<file path="src/rtl/clkgear_pkg.sv">
package clkgear_pkg;

    localparam int GEAR_W        = 3;
    localparam int GEAR_MAX_CODE = 4;
    localparam int DIV_CW        = GEAR_MAX_CODE;
    localparam int PSEL_W        = 4;
    localparam int REG_AW        = 2;
    localparam int REG_DW        = 32;

    typedef enum logic [REG_AW-1:0] {
        ADDR_KEY  = 2'd0,
        ADDR_CFG  = 2'd1,
        ADDR_PEN  = 2'd2,
        ADDR_NONE = 2'd3
    } reg_addr_e;

    typedef struct packed {
        logic [PSEL_W-1:0] psel;
        logic [GEAR_W-1:0] gear;
    } clk_cfg_t;

    function automatic logic gear_code_ok(logic [GEAR_W-1:0] code);
        return int'(code) <= GEAR_MAX_CODE;
    endfunction

    // terminal count of the gear divider: ratio minus one
    function automatic logic [DIV_CW-1:0] gear_last(logic [GEAR_W-1:0] code);
        logic [DIV_CW-1:0] m;
        m = '0;
        for (int i = 0; i < DIV_CW; i++) begin
            if (i < int'(code)) m[i] = 1'b1;
        end
        return m;
    endfunction

endpackage

</file>
<file path="src/rtl/cg_regfile.sv">
module cg_regfile
    import clkgear_pkg::*;
#(
    parameter int                  NPERIPH    = 8,
    parameter logic [NPERIPH-1:0]  PEN_RST    = {{(NPERIPH-1){1'b0}}, 1'b1},
    parameter int                  KEY_W      = 8,
    parameter logic [KEY_W-1:0]    UNLOCK_KEY = 8'hC1,
    parameter int                  PSEL_MAX   = 9
) (
    input  logic                 clk,
    input  logic                 rst,
    input  logic                 we,
    input  logic [REG_AW-1:0]    addr,
    input  logic [REG_DW-1:0]    wdata,
    input  logic [GEAR_W-1:0]    gear_eff,
    output logic [REG_DW-1:0]    rdata,
    output clk_cfg_t             cfg,
    output logic [NPERIPH-1:0]   pen
);

    reg_addr_e          a;
    logic [KEY_W-1:0]   key_q;
    clk_cfg_t           cfg_q;
    logic [NPERIPH-1:0] pen_q;
    logic               unlocked;
    logic               wr_key, wr_cfg, wr_pen;
    logic [GEAR_W-1:0]  wd_gear;
    logic [PSEL_W-1:0]  wd_psel;
    logic               unused_wd;

    assign a         = reg_addr_e'(addr);
    assign unlocked  = (key_q == UNLOCK_KEY);
    assign wr_key    = we && (a == ADDR_KEY);
    assign wr_cfg    = we && (a == ADDR_CFG) && unlocked;
    assign wr_pen    = we && (a == ADDR_PEN) && unlocked;
    assign wd_gear   = wdata[GEAR_W-1:0];
    assign wd_psel   = wdata[PSEL_W+3:4];
    assign unused_wd = ^wdata;

    always_ff @(posedge clk) begin
        if (rst) begin
            key_q <= UNLOCK_KEY;
            cfg_q <= '0;
            pen_q <= PEN_RST;
        end else begin
            if (wr_key) key_q <= wdata[KEY_W-1:0];
            if (wr_cfg) begin
                if (gear_code_ok(wd_gear))       cfg_q.gear <= wd_gear;
                if (int'(wd_psel) <= PSEL_MAX)   cfg_q.psel <= wd_psel;
            end
            if (wr_pen) pen_q <= wdata[NPERIPH-1:0];
        end
    end

    always_comb begin
        rdata = '0;
        case (a)
            ADDR_KEY: rdata[KEY_W-1:0] = key_q;
            ADDR_CFG: begin
                rdata[GEAR_W-1:0]   = cfg_q.gear;
                rdata[PSEL_W+3:4]   = cfg_q.psel;
                rdata[GEAR_W+7:8]   = gear_eff;
            end
            ADDR_PEN: rdata[NPERIPH-1:0] = pen_q;
            default:  rdata = '0;
        endcase
    end

    assign cfg = cfg_q;
    assign pen = pen_q;


    lock_hold_chk: assert property (@(posedge clk) disable iff (rst)
        (we && (a != ADDR_KEY) && (key_q != UNLOCK_KEY)) |=> ($stable(cfg_q) && $stable(pen_q)));


    gear_legal_chk: assert property (@(posedge clk) disable iff (rst)
        int'(cfg_q.gear) <= GEAR_MAX_CODE);


    psel_legal_chk: assert property (@(posedge clk) disable iff (rst)
        int'(cfg_q.psel) <= PSEL_MAX);

endmodule

</file>
<file path="src/rtl/cg_gear_div.sv">
module cg_gear_div
    import clkgear_pkg::*;
(
    input  logic              clk,
    input  logic              rst,
    input  logic [GEAR_W-1:0] gear_req,
    output logic              sys_ce,
    output logic [GEAR_W-1:0] gear_eff
);

    logic [DIV_CW-1:0] cnt;
    logic [GEAR_W-1:0] eff_q;
    logic [DIV_CW-1:0] last;
    logic              term;

    assign last = gear_last(eff_q);
    assign term = (cnt == last);

    // the ratio is only swapped when the running period ends
    always_ff @(posedge clk) begin
        if (rst) begin
            cnt   <= '0;
            eff_q <= '0;
        end else if (term) begin
            cnt   <= '0;
            eff_q <= gear_req;
        end else begin
            cnt   <= cnt + 1'b1;
        end
    end

    assign sys_ce   = term;
    assign gear_eff = eff_q;


    eff_switch_chk: assert property (@(posedge clk) disable iff (rst)
        !$stable(eff_q) |-> $past(sys_ce));


    cnt_range_chk: assert property (@(posedge clk) disable iff (rst)
        cnt <= last);


    pulse_restart_chk: assert property (@(posedge clk) disable iff (rst)
        sys_ce |=> (cnt == '0));

endmodule

</file>
<file path="src/rtl/cg_prescaler.sv">
module cg_prescaler
    import clkgear_pkg::*;
#(
    parameter int PSEL_MAX = 9
) (
    input  logic              clk,
    input  logic              rst,
    input  logic [PSEL_W-1:0] psel,
    output logic              tick
);

    localparam int PCW = (PSEL_MAX < 1) ? 1 : PSEL_MAX;

    logic [PCW-1:0] cnt;
    logic [PCW-1:0] mask;

    always_comb begin
        mask = '0;
        for (int i = 0; i < PCW; i++) begin
            if (i < int'(psel)) mask[i] = 1'b1;
        end
    end

    always_ff @(posedge clk) begin
        if (rst) cnt <= '0;
        else     cnt <= cnt + 1'b1;
    end

    assign tick = ((cnt & mask) == mask);


    tick_space_chk: assert property (@(posedge clk) disable iff (rst)
        (tick && (psel != '0)) |=> (!tick || (psel != $past(psel))));

endmodule

</file>
<file path="src/rtl/clkgear_ctrl.sv">
module clkgear_ctrl
    import clkgear_pkg::*;
#(
    parameter int                 NPERIPH    = 8,
    parameter logic [NPERIPH-1:0] PEN_RST    = {{(NPERIPH-1){1'b0}}, 1'b1},
    parameter int                 KEY_W      = 8,
    parameter logic [KEY_W-1:0]   UNLOCK_KEY = 8'hC1,
    parameter int                 PSEL_MAX   = 9
) (
    input  logic               clk,
    input  logic               rst,
    input  logic               reg_we,
    input  logic [1:0]         reg_addr,
    input  logic [31:0]        reg_wdata,
    output logic [31:0]        reg_rdata,
    output logic               sys_ce,
    output logic               presc_tick,
    output logic [NPERIPH-1:0] periph_ce
);

    clk_cfg_t           cfg;
    logic [NPERIPH-1:0] pen;
    logic [GEAR_W-1:0]  gear_eff;

    cg_regfile #(
        .NPERIPH    (NPERIPH),
        .PEN_RST    (PEN_RST),
        .KEY_W      (KEY_W),
        .UNLOCK_KEY (UNLOCK_KEY),
        .PSEL_MAX   (PSEL_MAX)
    ) u_regs (
        .clk      (clk),
        .rst      (rst),
        .we       (reg_we),
        .addr     (reg_addr),
        .wdata    (reg_wdata),
        .gear_eff (gear_eff),
        .rdata    (reg_rdata),
        .cfg      (cfg),
        .pen      (pen)
    );

    cg_gear_div u_gear (
        .clk      (clk),
        .rst      (rst),
        .gear_req (cfg.gear),
        .sys_ce   (sys_ce),
        .gear_eff (gear_eff)
    );

    cg_prescaler #(
        .PSEL_MAX (PSEL_MAX)
    ) u_presc (
        .clk  (clk),
        .rst  (rst),
        .psel (cfg.psel),
        .tick (presc_tick)
    );

    for (genvar i = 0; i < NPERIPH; i++) begin : g_gate
        assign periph_ce[i] = pen[i] & sys_ce;
    end


    gate_chk: assert property (@(posedge clk) disable iff (rst)
        (|periph_ce) |-> sys_ce);

endmodule

</file>
<file path="config.mk">
export PLATFORM = sky130hd
export DESIGN_NAME = clkgear_ctrl
export DESIGN_NICKNAME = d
export VERILOG_FILES = /design/src/rtl/clkgear_pkg.sv /design/src/rtl/cg_regfile.sv /design/src/rtl/cg_gear_div.sv /design/src/rtl/cg_prescaler.sv /design/src/rtl/clkgear_ctrl.sv
export SDC_FILE = /design/constraint.sdc
export NUM_CORES = 1
export LEC_CHECK = 0
export ABC_CLOCK_PERIOD_IN_PS = 1500
export BUFFER_PORTS_ARGS = -buffer_cell sky130_fd_sc_hd__buf_2
export CORE_MARGIN = 2
export CORE_UTILIZATION = 49
export DETAILED_ROUTE_END_ITERATION = 7
export PLACE_DENSITY = 0.78
export SLEW_MARGIN = 20
export SYNTH_ARGS = -nofsm -noshare
export SYNTH_HDL_FRONTEND = slang
export SYNTH_SLANG_ARGS = --single-unit
</file>
<file path="constraint.sdc">
create_clock -name clk -period 1.5 [get_ports clk]
set_input_delay 0.15 -clock clk [delete_from_list [all_inputs] [get_ports clk]]
set_output_delay 0.15 -clock clk [all_outputs]
set_load 0.03 [all_outputs]
</file>
# Word level (Yosys, flattened, before mapping)
# Cells that the tools add are included.
[totals]
regBits = 39
out_inout_bits = 42
[op_classes]
n_mux = 17
n_bitwise = 9
eq_ne = 5
reduce_logical = 9
magnitude_cmp = 15
n_addsub = 2
[op_table]
columns = ["cell", "count"]
rows = [
  ["$lt A3 B4 Y1 const A", 4],
  ["$mux W1", 13],
  ["$pmux W4 S3", 1],
  ["$add A9 B1 Y9 const B", 1],
  ["$and A9 B9 Y9", 1],
  ["$eq A9 B9 Y1", 1],
  ["$pmux W3 S3", 1],
  ["$and A1 B1 Y1", 8],
  ["$eq A8 B8 Y1 const B", 1],
  ["$lt A1 B4 Y1 const A", 2],
  ["$lt A2 B4 Y1 const A", 2],
  ["$lt A1 B3 Y1 const A", 2],
  ["$lt A2 B3 Y1 const A", 2],
  ["$logic_and A1 B1 Y1", 5],
  ["$add A4 B1 Y4 const B", 1],
  ["$eq A4 B4 Y1", 1],
  ["$le A4 B4 Y1 const B", 1],
  ["$lt A4 B4 Y1 const A", 1],
  ["$reduce_and A2 Y1", 2],
  ["$le A3 B3 Y1 const B", 1],
  ["$mux W3", 1],
  ["$eq A2 B1 Y1 const B", 1],
  ["$eq A2 B2 Y1 const B", 1],
  ["$logic_not A2 Y1", 1],
  ["other kinds (2)", 2],
]

# Logic depth before layout (Yosys ltp)
[depth]
depth_word = 4
depth_mapped = 6

# Modules after synthesis
# A second synthesis with hierarchy kept.
[unflattened]
cells_unflattened = 257
area_unflattened_um2 = 2220.9
[modules_own_cells]
columns = ["module", "n_inst", "cells_each", "area_per_inst_um2"]
rows = [
  ["cg_regfile", 1, 163, 1385.1],
  ["cg_prescaler", 1, 53, 442.9],
  ["cg_gear_div", 1, 33, 342.8],
  ["clkgear_ctrl", 1, 8, 50.0],
]

# Worst setup path before layout
# OpenSTA, ideal clock, no wires.
[synth_path]
kind = "reg2out"
from = "reg u_presc.cnt[2]"
to = "out presc_tick"
slack_ns = -0.208
path_stages_with_launch = 5
required_time_ns = 1.350
t_arrival_ns = 1.558
cell_sequence = "dfxtp_1 > nand3_1 > a21oi_1 > o2111ai_1 > a221oi_1"
[synth_via]
elab_chain_cells = 2
[synth_lines]
columns = ["item", "line", "rtl"]
rows = [
  ["start: declaration", "cg_prescaler.sv:14", "logic [PCW-1:0] cnt;"],
  ["start signal: assignment", "cg_prescaler.sv:26", "else cnt <= cnt + 1'b1;"],
  ["$and A9 B9 Y9", "cg_prescaler.sv:29", "assign tick = ((cnt & mask) == mask);"],
  ["$eq A9 B9 Y1", "cg_prescaler.sv:29", ""],
  ["end: declaration", "clkgear_ctrl.sv:17", "output logic presc_tick,"],
]
# No other way between the ends.

# Worst setup path after layout
[layout_path]
from = "reg u_gear.cnt[3]"
to = "out periph_ce[1]"
[layout_via]
elab_chain_cells = 2
[layout_lines]
columns = ["item", "line", "rtl"]
rows = [
  ["start: declaration", "cg_gear_div.sv:11", "logic [DIV_CW-1:0] cnt;"],
  ["start signal: assignment", "cg_gear_div.sv:28", "cnt <= cnt + 1'b1;"],
  ["$eq A4 B4 Y1", "cg_gear_div.sv:17", "assign term = (cnt == last);"],
  ["$and A1 B1 Y1", "clkgear_ctrl.sv:61", "assign periph_ce[i] = pen[i] & sys_ce;"],
  ["end: declaration", "clkgear_ctrl.sv:18", "output logic [NPERIPH-1:0] periph_ce"],
]
# No other way between the ends.

==> results.py <==
metrics = {
    "yosys": {
        "avgSynthCellArea_um2": 9.03,
        "ys_ff_latch": 39,
        "synth.distinct_cells": 40,
        "synth_edf_count": 0,
        "synth_cells": 234,
        "yosysSeqAreaShare": 0.370,
        "syn_area_um2": 2110,
        "ys.flop_type": "dfxtp_1",
        "yosysWarnings": 0,
        "async_flop_share": 0,
    },
    "sta": {
        "finalHoldViolations": 0,
        "fmax_ghz": 0.572,
        "hold_slack_ps": 126,
        "finalCriticalPeriod_ps": 1750,
        "drv_slew": 0,
        "fin_crit_sh": 1.17,
        "fin_ws_ps": -249,
        "setup_viol": 13,
        "rsz0062_at_grt": "yes",
        "fin_setup_tns_ps": -2450,
        "final.setup_skew_ps": 7.01,
    },
    "die": {
        "row_count": 23,
        "die_x_um": 69.7,
        "num_io_pins": 79,
        "fp.coreArea_um2": 4090,
        "die_area_um2": 4850,
        "die_h_um": 69.7,
        "start_util": 0.517,
    },
    "clocking": {
        "cts_hold_buf": 0,
        "htree_levels": 2,
        "numCtsBuffers": 5,
        "path_clk_slew_ps": 70,
        "cts_root_buffer": "clkbuf_8",
        "cts_tree": "built",
        "cts_max_path_buffers": 2,
        "clk-insertion-delay-late_ps": 290,
        "cts.sinks": 39,
    },
    "critical_path": {
        "crit_arrival_ps": 1600,
        "start_kind": "flip-flop",
        "worstPathCellList": "nor2_4 > nand4_1 > a31oi_4 > and2_4 > buf_6",
        "worstSetupPathType": "reg -> out",
        "slowest_stage": "dfxtp_2",
        "slowest_delay_ps": 350,
        "cp_max_fo": 5,
        "cp.required_ps": 1350,
        "end_kind": "primary output",
    },
    "power_and_ir_drop": {
        "clockPowerShare": 0.324,
        "peakVddDrop_v": 0.000544,
        "power.internal_mw": 1.69,
        "p_per_area_nw_per_um2": 892,
        "combPwrFrac": 0.217,
        "totalPowerFinal_mw": 2.39,
        "pwr-share-seq": 0.458,
        "switchingPower_mw": 0.701,
        "p_leak_nw": 1.19,
        "swShare": 0.293,
    },
    "final_layout": {
        "finalNetCount": 327,
        "fill_cells": 317,
        "post-route-util": 0.656,
        "final_cell_area_um2": 2680,
        "area_growth_pct": 26.8,
        "diodes": 0,
        "multi_input_area_um2": 1270,
        "final_common_cell": "dfxtp_1",
        "final-seq-area_um2": 800,
        "drive_above_1_share": 0.356,
        "most-common-layout-cells": "30 x dfxtp_1, 27 x mux2i_1, 23 x buf_2",
    },
    "route": {
        "dr.first_iter.drc_count": 84,
        "detail_route.first_pass.iterations": 4,
        "drc": 0,
        "antenna_left": 0,
        "wl_per_cell_um": 13.8,
        "num_vias": 1755,
        "vias_per_cell": 5.18,
        "wl_um": 4670,
    },
    "global_route": {
        "grt_pass1_wl_um": 7530,
        "use_met3": 0.0509,
        "antenna_found_initial": 0,
        "grt_pass1_vias": 1592,
        "grt_overflow": 0,
        "grt_busiest_layer": "met2",
        "grt_max_degree": 17,
        "met1_usage": 0.253,
        "grt_util_met2": 0.313,
        "grtUsageTotal": 0.196,
    },
    "job": {
        "cap_violations": 0,
    },
    "min_path": {
        "hp-class": "in -> reg",
    },
    "place": {
        "io_buffers": 33,
        "hpwl_um": 3200,
        "dpl-instance-area_um2": 2340,
        "place.gp.congestion": 0.781,
    },
    "status": {
        "failed_checks": "setup timing",
        "status": "finished, violations left",
    },
}
metrics by stage:
step | std cells | setup WS (ps)
finish | 339 | -249
CTS | 336 | -258
floorplan | 254 | 24.5
global placement | 323 | -24.9
detailed placement | 323 | -40.6
global route | 339 | -315
kinds of logic after synthesis:
group                    after synthesis  share of synthesized area
AO/OA/AOI/OAI                         32                      0.114
flip-flops                            39                      0.370
buffers and inverters                 39                      0.114
multiplexers                          27                      0.128
AND/OR/NAND/NOR                       85                      0.223
adder cells (fa/ha/maj)                2                     0.0118
other                                  1                    0.00178
XOR/XNOR                               9                     0.0373
power groups by stage:
stage / Sequential (mW) / Combinational (mW) / Clock [mW]
6_report: 1.10 / 0.519 / 0.774
3_3_place_gp: 1.12 / 0.433 / 0
3_5_place_dp: 1.12 / 0.438 / 0
5_1_grt: 1.10 / 0.552 / 0.837
4_1_cts: 1.10 / 0.500 / 0.790
2_1_floorplan: 1.11 / 0.365 / 0
timing repair:
| action | CTS | global route |
|---|---|---|
| setup buffers | 4 | 4 |
| gates cloned | 1 | 0 |
| endpoints found under the setup margin | 13 | 20 |
| gates resized for setup | 41 | 15 |
| pin swaps | 11 | 10 |
cell usage after synthesis (2+ instances only):
cell type / instances / share of area
a21oi_1: 9 / 0.021
a221oi_2: 4 / 0.028
and2_1: 11 / 0.033
buf_2: 4 / 0.0095
buf_4: 22 / 0.078
clkbuf_1: 3 / 0.0053
dfxtp_1: 39 / 0.37
ha_1: 2 / 0.012
inv_1: 8 / 0.014
mux2i_1: 27 / 0.13
nand2_1: 19 / 0.034
nand2b_4: 2 / 0.013
nand3_1: 6 / 0.014
nand4_1: 3 / 0.0089
nor2_1: 23 / 0.041
nor2b_1: 4 / 0.012
nor3_1: 5 / 0.012
nor3b_1: 3 / 0.011
o21ai_0: 11 / 0.026
or3_1: 2 / 0.0059
xnor2_1: 7 / 0.029
xor2_1: 2 / 0.0083
routing by layer:
metal | wire length [um] | vias to the layer above
met2 | 2160 | 53
met5 | 0 | -
met4 | 69 | 0
met1 | 2240 | 821
met3 | 202 | 6
li1 | - | 875
final cells by class:
type | count | area share
clock buffers | 8 | 0.0374
inverters | 8 | 0.0112
flip-flops and latches | 39 | 0.298
well taps | 50 | 0.0234
repair buffers | 57 | 0.156
multi-input cells | 177 | 0.473
worst paths after layout:
kind / slack [ps] / start / depth (start not counted) / to
hold reg to reg: 480 / u_gear.cnt[0] / 1 / u_gear.cnt[0]
setup / recovery: -250 / u_gear.cnt[3] / 5 / periph_ce[1]
setup reg to reg: -40 / u_gear.cnt[3] / 7 / u_gear.gear_eff[0]
hold / removal: 130 / reg_wdata[3] / 3 / u_regs.key_q[3]
critical path: cells and delay by family (launching register included):
family	cells	cell delay, ps
AOI/OAI and AO/OA	1	330
buffers and inverters	1	120
DFF	1	350
and+or+nand+nor	3	500
flip-flops by register name (all words and copies together), names as in the netlist:
register,flops
u_regs.key_q,8
u_presc.cnt,9
u_gear.cnt,4
u_regs.cfg,7
u_regs.pen,8
u_gear.gear_eff,3
(Power assumes the default switching activity.)
